<file path="config.mk">
export PLATFORM = sky130hd
export DESIGN_NAME = accum_reg
export DESIGN_NICKNAME = d
export VERILOG_FILES = /design/src/rtl/accum_pkg.sv /design/src/rtl/accum_operand_gate.sv /design/src/rtl/accum_addsub_core.sv /design/src/rtl/accum_reg.sv
export SDC_FILE = /design/constraint.sdc
export NUM_CORES = 1
export LEC_CHECK = 0
export CORE_MARGIN = 1
export CORE_UTILIZATION = 43
export DETAILED_ROUTE_END_ITERATION = 8
export GPL_ROUTABILITY_DRIVEN = 1
export PLACE_DENSITY = 0.82
export SKIP_CTS_REPAIR_TIMING = 1
export SYNTH_ARGS = -nofsm -noshare
export SYNTH_HDL_FRONTEND = slang
export SYNTH_SLANG_ARGS = --single-unit
</file>
<file path="constraint.sdc">
create_clock -name clk -period 5 [get_ports clk]
set_input_delay 1 -clock clk [delete_from_list [all_inputs] [get_ports clk]]
set_output_delay 1 -clock clk [all_outputs]
set_load 0.05 [all_outputs]
</file>
<file path="src/rtl/accum_pkg.sv">
package accum_pkg;
  typedef enum logic [1:0] {
    OP_LOAD    = 2'b00,
    OP_LOADNEG = 2'b01,
    OP_ADD     = 2'b10,
    OP_SUB     = 2'b11
  } op_e;

  typedef struct packed {
    logic carry;
    logic ovf;
  } flags_t;
endpackage

</file>
<file path="src/rtl/accum_operand_gate.sv">
module accum_operand_gate #(
  parameter int W = 8
) (
  input  logic [W-1:0] stored,
  input  logic         accum,
  output logic [W-1:0] opa
);
  // Fresh modes start from zero so the adder also yields honest flags.
  always_comb opa = accum ? stored : '0;
endmodule

</file>
<file path="src/rtl/accum_addsub_core.sv">
module accum_addsub_core #(
  parameter int W = 8
) (
  input  logic [W-1:0]   opa,
  input  logic [W-1:0]   opb,
  input  logic           sub,
  output logic [W-1:0]   res,
  output accum_pkg::flags_t flg
);
  logic [W:0]   c;
  logic [W-1:0] bx;

  assign c[0] = sub;

  genvar i;
  generate
    for (i = 0; i < W; i++) begin : g_bit
      assign bx[i]   = opb[i] ^ sub;
      assign res[i]  = opa[i] ^ bx[i] ^ c[i];
      assign c[i+1]  = (opa[i] & bx[i]) | (c[i] & (opa[i] ^ bx[i]));
    end
  endgenerate

  // Subtract reports a borrow: the inverted carry out of the chain.
  always_comb begin
    flg.carry = c[W] ^ sub;
    flg.ovf   = c[W] ^ c[W-1];
  end
endmodule

</file>
<file path="src/rtl/accum_reg.sv">
module accum_reg #(
  parameter int W = 8
) (
  input  logic         clk,
  input  logic         srst,
  input  logic         sset,
  input  logic         en,
  input  logic         accum,
  input  logic         neg,
  input  logic [W-1:0] din,
  output logic [W-1:0] q,
  output logic         cout,
  output logic         ovf
);
  import accum_pkg::*;

  localparam logic [W-1:0] MOST_NEG = {1'b1, {(W-1){1'b0}}};

  op_e          op;
  logic [W-1:0] opa;
  logic [W-1:0] nxt;
  flags_t       nflg;

  assign op = op_e'({accum, neg});

  accum_operand_gate #(.W(W)) u_gate (
    .stored (q),
    .accum  (op == OP_ADD || op == OP_SUB),
    .opa    (opa)
  );

  accum_addsub_core #(.W(W)) u_core (
    .opa (opa),
    .opb (din),
    .sub (op == OP_LOADNEG || op == OP_SUB),
    .res (nxt),
    .flg (nflg)
  );

  always_ff @(posedge clk) begin
    if (srst) begin
      q    <= '0;
      cout <= 1'b0;
      ovf  <= 1'b0;
    end else if (sset) begin
      q    <= '1;
      cout <= 1'b0;
      ovf  <= 1'b0;
    end else if (en) begin
      q    <= nxt;
      cout <= nflg.carry;
      ovf  <= nflg.ovf;
    end
  end

  assert_clear_R1: assert property (@(posedge clk)
    srst |=> (q == '0 && !cout && !ovf));

  assert_fill_R2: assert property (@(posedge clk) disable iff (srst)
    sset |=> (q == '1 && !cout && !ovf));

  assert_hold_R3: assert property (@(posedge clk) disable iff (srst)
    (!sset && !en) |=> ($stable(q) && $stable(cout) && $stable(ovf)));

  assert_load_R4: assert property (@(posedge clk) disable iff (srst)
    (!sset && en && !accum && !neg) |=> (q == $past(din)));

  assert_loadneg_R5: assert property (@(posedge clk) disable iff (srst)
    (!sset && en && !accum && neg) |=> (q == W'(0 - $past(din))));

  assert_add_R6: assert property (@(posedge clk) disable iff (srst)
    (!sset && en && accum && !neg) |=> (q == W'($past(q) + $past(din))));

  assert_sub_R7: assert property (@(posedge clk) disable iff (srst)
    (!sset && en && accum && neg) |=> (q == W'($past(q) - $past(din))));

  assert_borrow_R8: assert property (@(posedge clk) disable iff (srst)
    (!sset && en && accum && neg) |=> (cout == ($past(q) < $past(din))));

  assert_negmin_R9: assert property (@(posedge clk) disable iff (srst)
    (!sset && en && !accum && neg && din == MOST_NEG) |=> (ovf && q == MOST_NEG));
endmodule

</file>
==> results.sh, run 1 <==
export IMPL_clk_pin_slew_worst_paths_ns=0.07
export IMPL_antenna_found_initial=0
export IMPL_yosys_most_used_dff="dfxtp_1"
export IMPL_grt_pass1_vias=581
export IMPL_worstMarginPinSlew_ns=0.631
export IMPL_required_ns=5.16
export IMPL_hold_slack_ns=0.552
export IMPL_dieArea_sq_um=1720
export IMPL_rows=13
export IMPL_drive_above_1_share=0.0833
export IMPL_synth_area_leader_cell="dfxtp_1"
export IMPL_post_synth_instance_area_sq_um=669
export IMPL_worstSetupPathType="in -> reg"
export IMPL_hp_class="reg -> reg"
export IMPL_cp_max_fo=4
export IMPL_maxCapViolCount=0
export IMPL_synthCells=71
export IMPL_ys_seq_area_frac=0.299
export IMPL_avgSynthCellArea_sq_um=9.43
export IMPL_core_sq_um=1370
export IMPL_drc=0
export IMPL_slew_viol_final=0
export IMPL_synth_area_leaders="dfxtp_1 (30%), fa_1 (21%), xnor2_1 (10%), nand2_1 (6.7%), a21oi_1 (5.2%)"
export IMPL_firstDrtPassIters=4
export IMPL_start_util=0.490
export IMPL_viasPerCell=5.33
export IMPL_synth_edf_count=0
export IMPL_setup_viol=0
export IMPL_ir_drop_mv=0.182
export IMPL_die_h_microns=41.5
export IMPL_ys_top_cells_by_count="nand2_1 (12), dfxtp_1 (10), xnor2_1 (8)"
export IMPL_p_leak_nw=0.361
export IMPL_rsz0062_at_grt="false"
export IMPL_fin_nets=118
export IMPL_vias=592
export IMPL_layout_min_cycle_time_ns=4.80
export IMPL_clock_sinks=10
export IMPL_hpwlAfterDp_microns=1130
export IMPL_grt_total_usage=0.201
export IMPL_async_reset_ff_frac=0
export IMPL_clk_path_buf_depth=2
export IMPL_grt_first_pass_wirelength_microns=2600
export IMPL_area_growth_pct=39.8
export IMPL_final_util=0.685
export IMPL_ys_warnings_count=0
export IMPL_fillers=114
export IMPL_multi_input_area_sq_um=413
export IMPL_outcome="finished, final reports clean"
export IMPL_grt_max_degree=19
export IMPL_fin_skew_ns=0.00220
export IMPL_drt_initial_drc_count=27
export IMPL_synth_seq_cells=10
export IMPL_routed_wirelength_microns=1490
export IMPL_hold_viol_final=0
export IMPL_grt_overflow_total=0
export IMPL_place_gp_congestion=0.752
export IMPL_syn_nets=92
export IMPL_seqCellArea_sq_um=200
export IMPL_numCtsBuffers=3
export IMPL_worstHoldPathCells=2
export IMPL_relSlewSlack=0.578
export IMPL_num_antenna_cells=0
export IMPL_ys_types=20
export IMPL_ioPinCount=24
export IMPL_worst_setup_path_end_kind="flop"
export IMPL_wl_per_cell_microns=13.5
export IMPL_crit_arrival_ns=4.96
export IMPL_insertion_delay_ns=0.27
export IMPL_htree_levels=1
export IMPL_startpoint_type="primary input"
export IMPL_synth_top_area_frac=0.299
export IMPL_ctsRootBufferMaster="clkbuf_4"
export IMPL_cts_tree="done"
export IMPL_r2r_cells=13
export IMPL_min_period_over_period=0.960
export IMPL_max_freq_mhz=208
export IMPL_power_density_nw_per_um2=291
export IMPL_yosys_cell_count_top_type="nand2_1"
export IMPL_ant_nets=0
export IMPL_port_buffers=23
export IMPL_die_w_microns=41.5
## sequential cells by signal, summed over array words and instances (netlist names)
| register | cells |
|---|---|
| q | 8 |
| cout | 1 |
| ovf | 1 |
## worst max-delay path, cell delays in order
cell	delay (ns)
clkdlybuf4s50_1	0.54
nand3_1	0.11
a21boi_0	0.15
fa_1	0.40
fa_1	0.39
fa_1	0.39
fa_1	0.36
inv_1	0.07
fa_1	0.16
inv_1	0.05
fa_1	0.40
fa_1	0.43
xnor2_1	0.17
a2111oi_2	0.36
## metal layers
metal,GRT usage,up-vias,part of all wire
met4,0.116,0,0.020
met5,0,-,0
li1,-,284,-
met2,0.328,27,0.52
met1,0.247,277,0.40
met3,0.0348,4,0.059
## layout make-up
cell class                 count  area share
clock buffer                   4      0.0388
multi-input combinational     52       0.441
sequential                    10       0.214
inverter                       4      0.0160
timing repair buffer          26       0.270
tap                           15      0.0201
## report_power, final
part / total, mW / internal [mW] / switching, mW / leakage [nW]
Clock: 0.0735 / 0.0442 / 0.0293 / 0.0210
Sequential: 0.0922 / 0.0870 / 0.00524 / 0.0836
Combinational: 0.107 / 0.0460 / 0.0606 / 0.257
## metrics by stage
step                      area (sq um)  total power [mW]  setup WS, ns  TNS [ns]  cells
after floorplan                    669             0.166         0.508         0     71
after global placement             900             0.198        0.0170         0    107
after detailed placement           900             0.200       -0.0747   -0.0747    107
after CTS                          936             0.275         0.204         0    111
after global routing               936             0.291       0.00121         0    111
final                              936             0.272         0.200         0    111
## layout by cell type (no fill, tap or decap), types with 3 or more instances in the layout
cell type,count
a21oi_1,7
buf_4,3
clkbuf_4,3
clkdlybuf4s50_1,23
dfxtp_1,10
fa_1,7
inv_1,4
nand2_1,12
o21ai_0,7
xnor2_1,8
## logic make-up (layout without fill, tap and decap cells)
logic type / Yosys count / in the layout / share of synthesized area
simple gates: 16 / 16 / 0.0972
fa+ha+maj: 7 / 7 / 0.209
buf+inv: 9 / 34 / 0.0841
flops: 10 / 10 / 0.299
compound gates: 18 / 18 / 0.163
xor+xnor: 9 / 9 / 0.118
mux: 2 / 2 / 0.0299
## path summary, 6_finish.rpt
path,start,to,slack (ns)
setup reg to reg,q[0],ovf,1.12
hold reg to reg,ovf,ovf,0.55
hold / removal,ovf,ovf,0.55
setup / recovery,din[0],ovf,0.20
Note: power is estimated with default switching activity, not from simulation.
==> inputs of run 2 (changes only) <==
CORE_UTILIZATION = 45   (was 43)
CTS_BUF_LIST = sky130_fd_sc_hd__clkbuf_8   (was default)
PLACE_DENSITY = 0.85   (was 0.82)
==> run 2 against run 1 <==
  * Register-to-register slack about the same
  * Combinational power about the same
  * Via count up 4.7%
  * First-iteration DRC count down 30%
  * Die area down 4.2%
  * Wire length up 11%
  * Power up 13%
  * Critical path depth unchanged
  * Final cell count unchanged
  * Largest power group unchanged
==> results.sh, run 2 (same netlist as run 1, synthesis figures left out) <==
export IMPL_routed_wirelength_microns=1660
export IMPL_worstSetupPathType="in -> reg"
export IMPL_required_ns=5.14
export IMPL_fin_skew_ns=0.00356
export IMPL_worstSetupStartpoint="accum"
export IMPL_fin_total_pwr_mw=0.309
export IMPL_fin_nets=118
export IMPL_area_growth_pct=43.0
export IMPL_cts_tree="done"
export IMPL_ir_drop_mv=0.206
export IMPL_die_h_microns=40.6
export IMPL_final_area_sq_um=957
export IMPL_core_sq_um=1350
export IMPL_critPathMostFrequentCell="fa_1"
export IMPL_cp_top_family="adder cells"
export IMPL_htree_levels=1
export IMPL_top_regs="q x8, cout x1, ovf x1"
export IMPL_regMostFlops="q"
export IMPL_hp_start="ovf"
export IMPL_largest_reg_flops=8
export IMPL_viasPerCell=5.59
export IMPL_grt_first_pass_wirelength_microns=2490
export IMPL_dieArea_sq_um=1650
export IMPL_pwr_share_clk=0.343
export IMPL_p_seq_frac=0.301
export IMPL_outcome="finished, final reports clean"
export IMPL_maxCapViolCount=0
export IMPL_insertion_delay_ns=0.24
export IMPL_critical_path_slowest_cell="clkdlybuf4s50_1"
export IMPL_numCtsBuffers=3
export IMPL_p_leak_nw=0.369
export IMPL_slew_viol_final=0
export IMPL_final_util=0.709
export IMPL_firstDrtPassIters=4
export IMPL_ctsRootBufferMaster="clkbuf_8"
export IMPL_die_w_microns=40.6
export IMPL_rows=13
export IMPL_relSlewSlack=0.597
export IMPL_hpwlAfterDp_microns=1230
export IMPL_vias=620
export IMPL_drive_above_1_share=0.0938
export IMPL_final_common_cell="clkdlybuf4s50_1"
export IMPL_port_buffers=23
export IMPL_hp_class="reg -> reg"
export IMPL_p_sw_frac=0.341
export IMPL_min_period_over_period=0.968
export IMPL_antenna_found_initial=0
export IMPL_setup_viol=0
export IMPL_path_buf_inv=3
export IMPL_clk_path_buf_depth=2
export IMPL_power_density_nw_per_um2=322
export IMPL_worst_setup_path_end_kind="flop"
export IMPL_clk_pin_slew_worst_paths_ns=0.05
export IMPL_place_inst=107
export IMPL_hold_viol_final=0
export IMPL_cp_cell_sequence="clkdlybuf4s50_1, nand3_1, a21boi_0, fa_1, fa_1, fa_1, fa_1, inv_1, fa_1, inv_1, fa_1, fa_2, xnor2_1, a2111oi_2"
export IMPL_num_antenna_cells=0
export IMPL_pwr_share_comb=0.355
export IMPL_grt_max_degree=19
export IMPL_final_cell_mix="clkdlybuf4s50_1 (23), nand2_1 (12), dfxtp_1 (10), xnor2_1 (8)"
export IMPL_cp_max_fo=4
export IMPL_r2r_start="q[0]"
export IMPL_finalNonFillerCells=111
export IMPL_grt_total_usage=0.243
export IMPL_ioPinCount=24
export IMPL_start_util=0.496
export IMPL_clock_sinks=10
export IMPL_ant_nets=0
export IMPL_rsz0062_at_grt="false"
export IMPL_grt_overflow_total=0
export IMPL_worstMarginPinSlew_ns=0.603
export IMPL_place_gp_congestion=0.722
export IMPL_layout_min_cycle_time_ns=4.84
export IMPL_power_switching_mw=0.105
export IMPL_slowest_delay_ns=0.55
export IMPL_startpoint_type="primary input"
export IMPL_fin_ws_ns=0.159
export IMPL_crit_arrival_ns=4.98
export IMPL_preCtsSetupSlack_ns=-0.139
export IMPL_placed_area_sq_um=900
export IMPL_max_freq_mhz=207
export IMPL_drc=0
export IMPL_grt_pass1_vias=544
export IMPL_p_int_mw=0.203
export IMPL_drt_initial_drc_count=19
export IMPL_wl_per_cell_microns=14.9
## run 2: cell counts in the layout (fill, tap and decap cells not counted)
Identical to the previous run, type by type.
## run 2: worst reg2reg max path: cells and delay by family (launching register included)
| kind | cells | cell delay, ns |
|---|---|---|
| fa+ha+maj | 7 | 2.50 |
| flops | 1 | 0.35 |
| xor+xnor | 1 | 0.16 |
| simple gates | 1 | 0.11 |
| compound gates | 2 | 0.51 |
| buf+inv | 2 | 0.12 |
## run 2: routing by layer
layer  vias up  wire [microns]  track usage
met2        37             858        0.425
met5         -               0            0
met4         0              21        0.100
met3         2             107       0.0556
met1       297             669        0.281
li1        284               -            -
## run 2: final timing paths
kind	endpoint	slack, ns	cells past startpoint
worst min-delay path	ovf	0.55	2
worst max register to register	ovf	1.13	13
worst max-delay path	ovf	0.16	14
worst min register to register	ovf	0.55	2
## run 2: through the flow
stage | TNS, ns | hold WS [ns]
after floorplan | 0 | 0.741
final | 0 | 0.554
after CTS | 0 | 0.560
after detailed placement | -0.178 | 0.552
after global placement | -0.0197 | 0.516
after global routing | 0 | 0.591
## run 2: cell type report
type,count,area (sq um)
multi-input combinational,52,415
inverter,4,15.0
fill,102,393
tap,15,18.8
clock buffer,4,55.1
timing repair buffer,26,253
sequential,10,200
## run 2: power by group through the flow
stage	registers, mW	logic (mW)	clock network, mW
6_report	0.0929	0.110	0.106
2_1_floorplan	0.118	0.0476	0
3_3_place_gp	0.0939	0.104	0
3_5_place_dp	0.0942	0.108	0
4_1_cts	0.0927	0.109	0.105
5_1_grt	0.0935	0.119	0.112
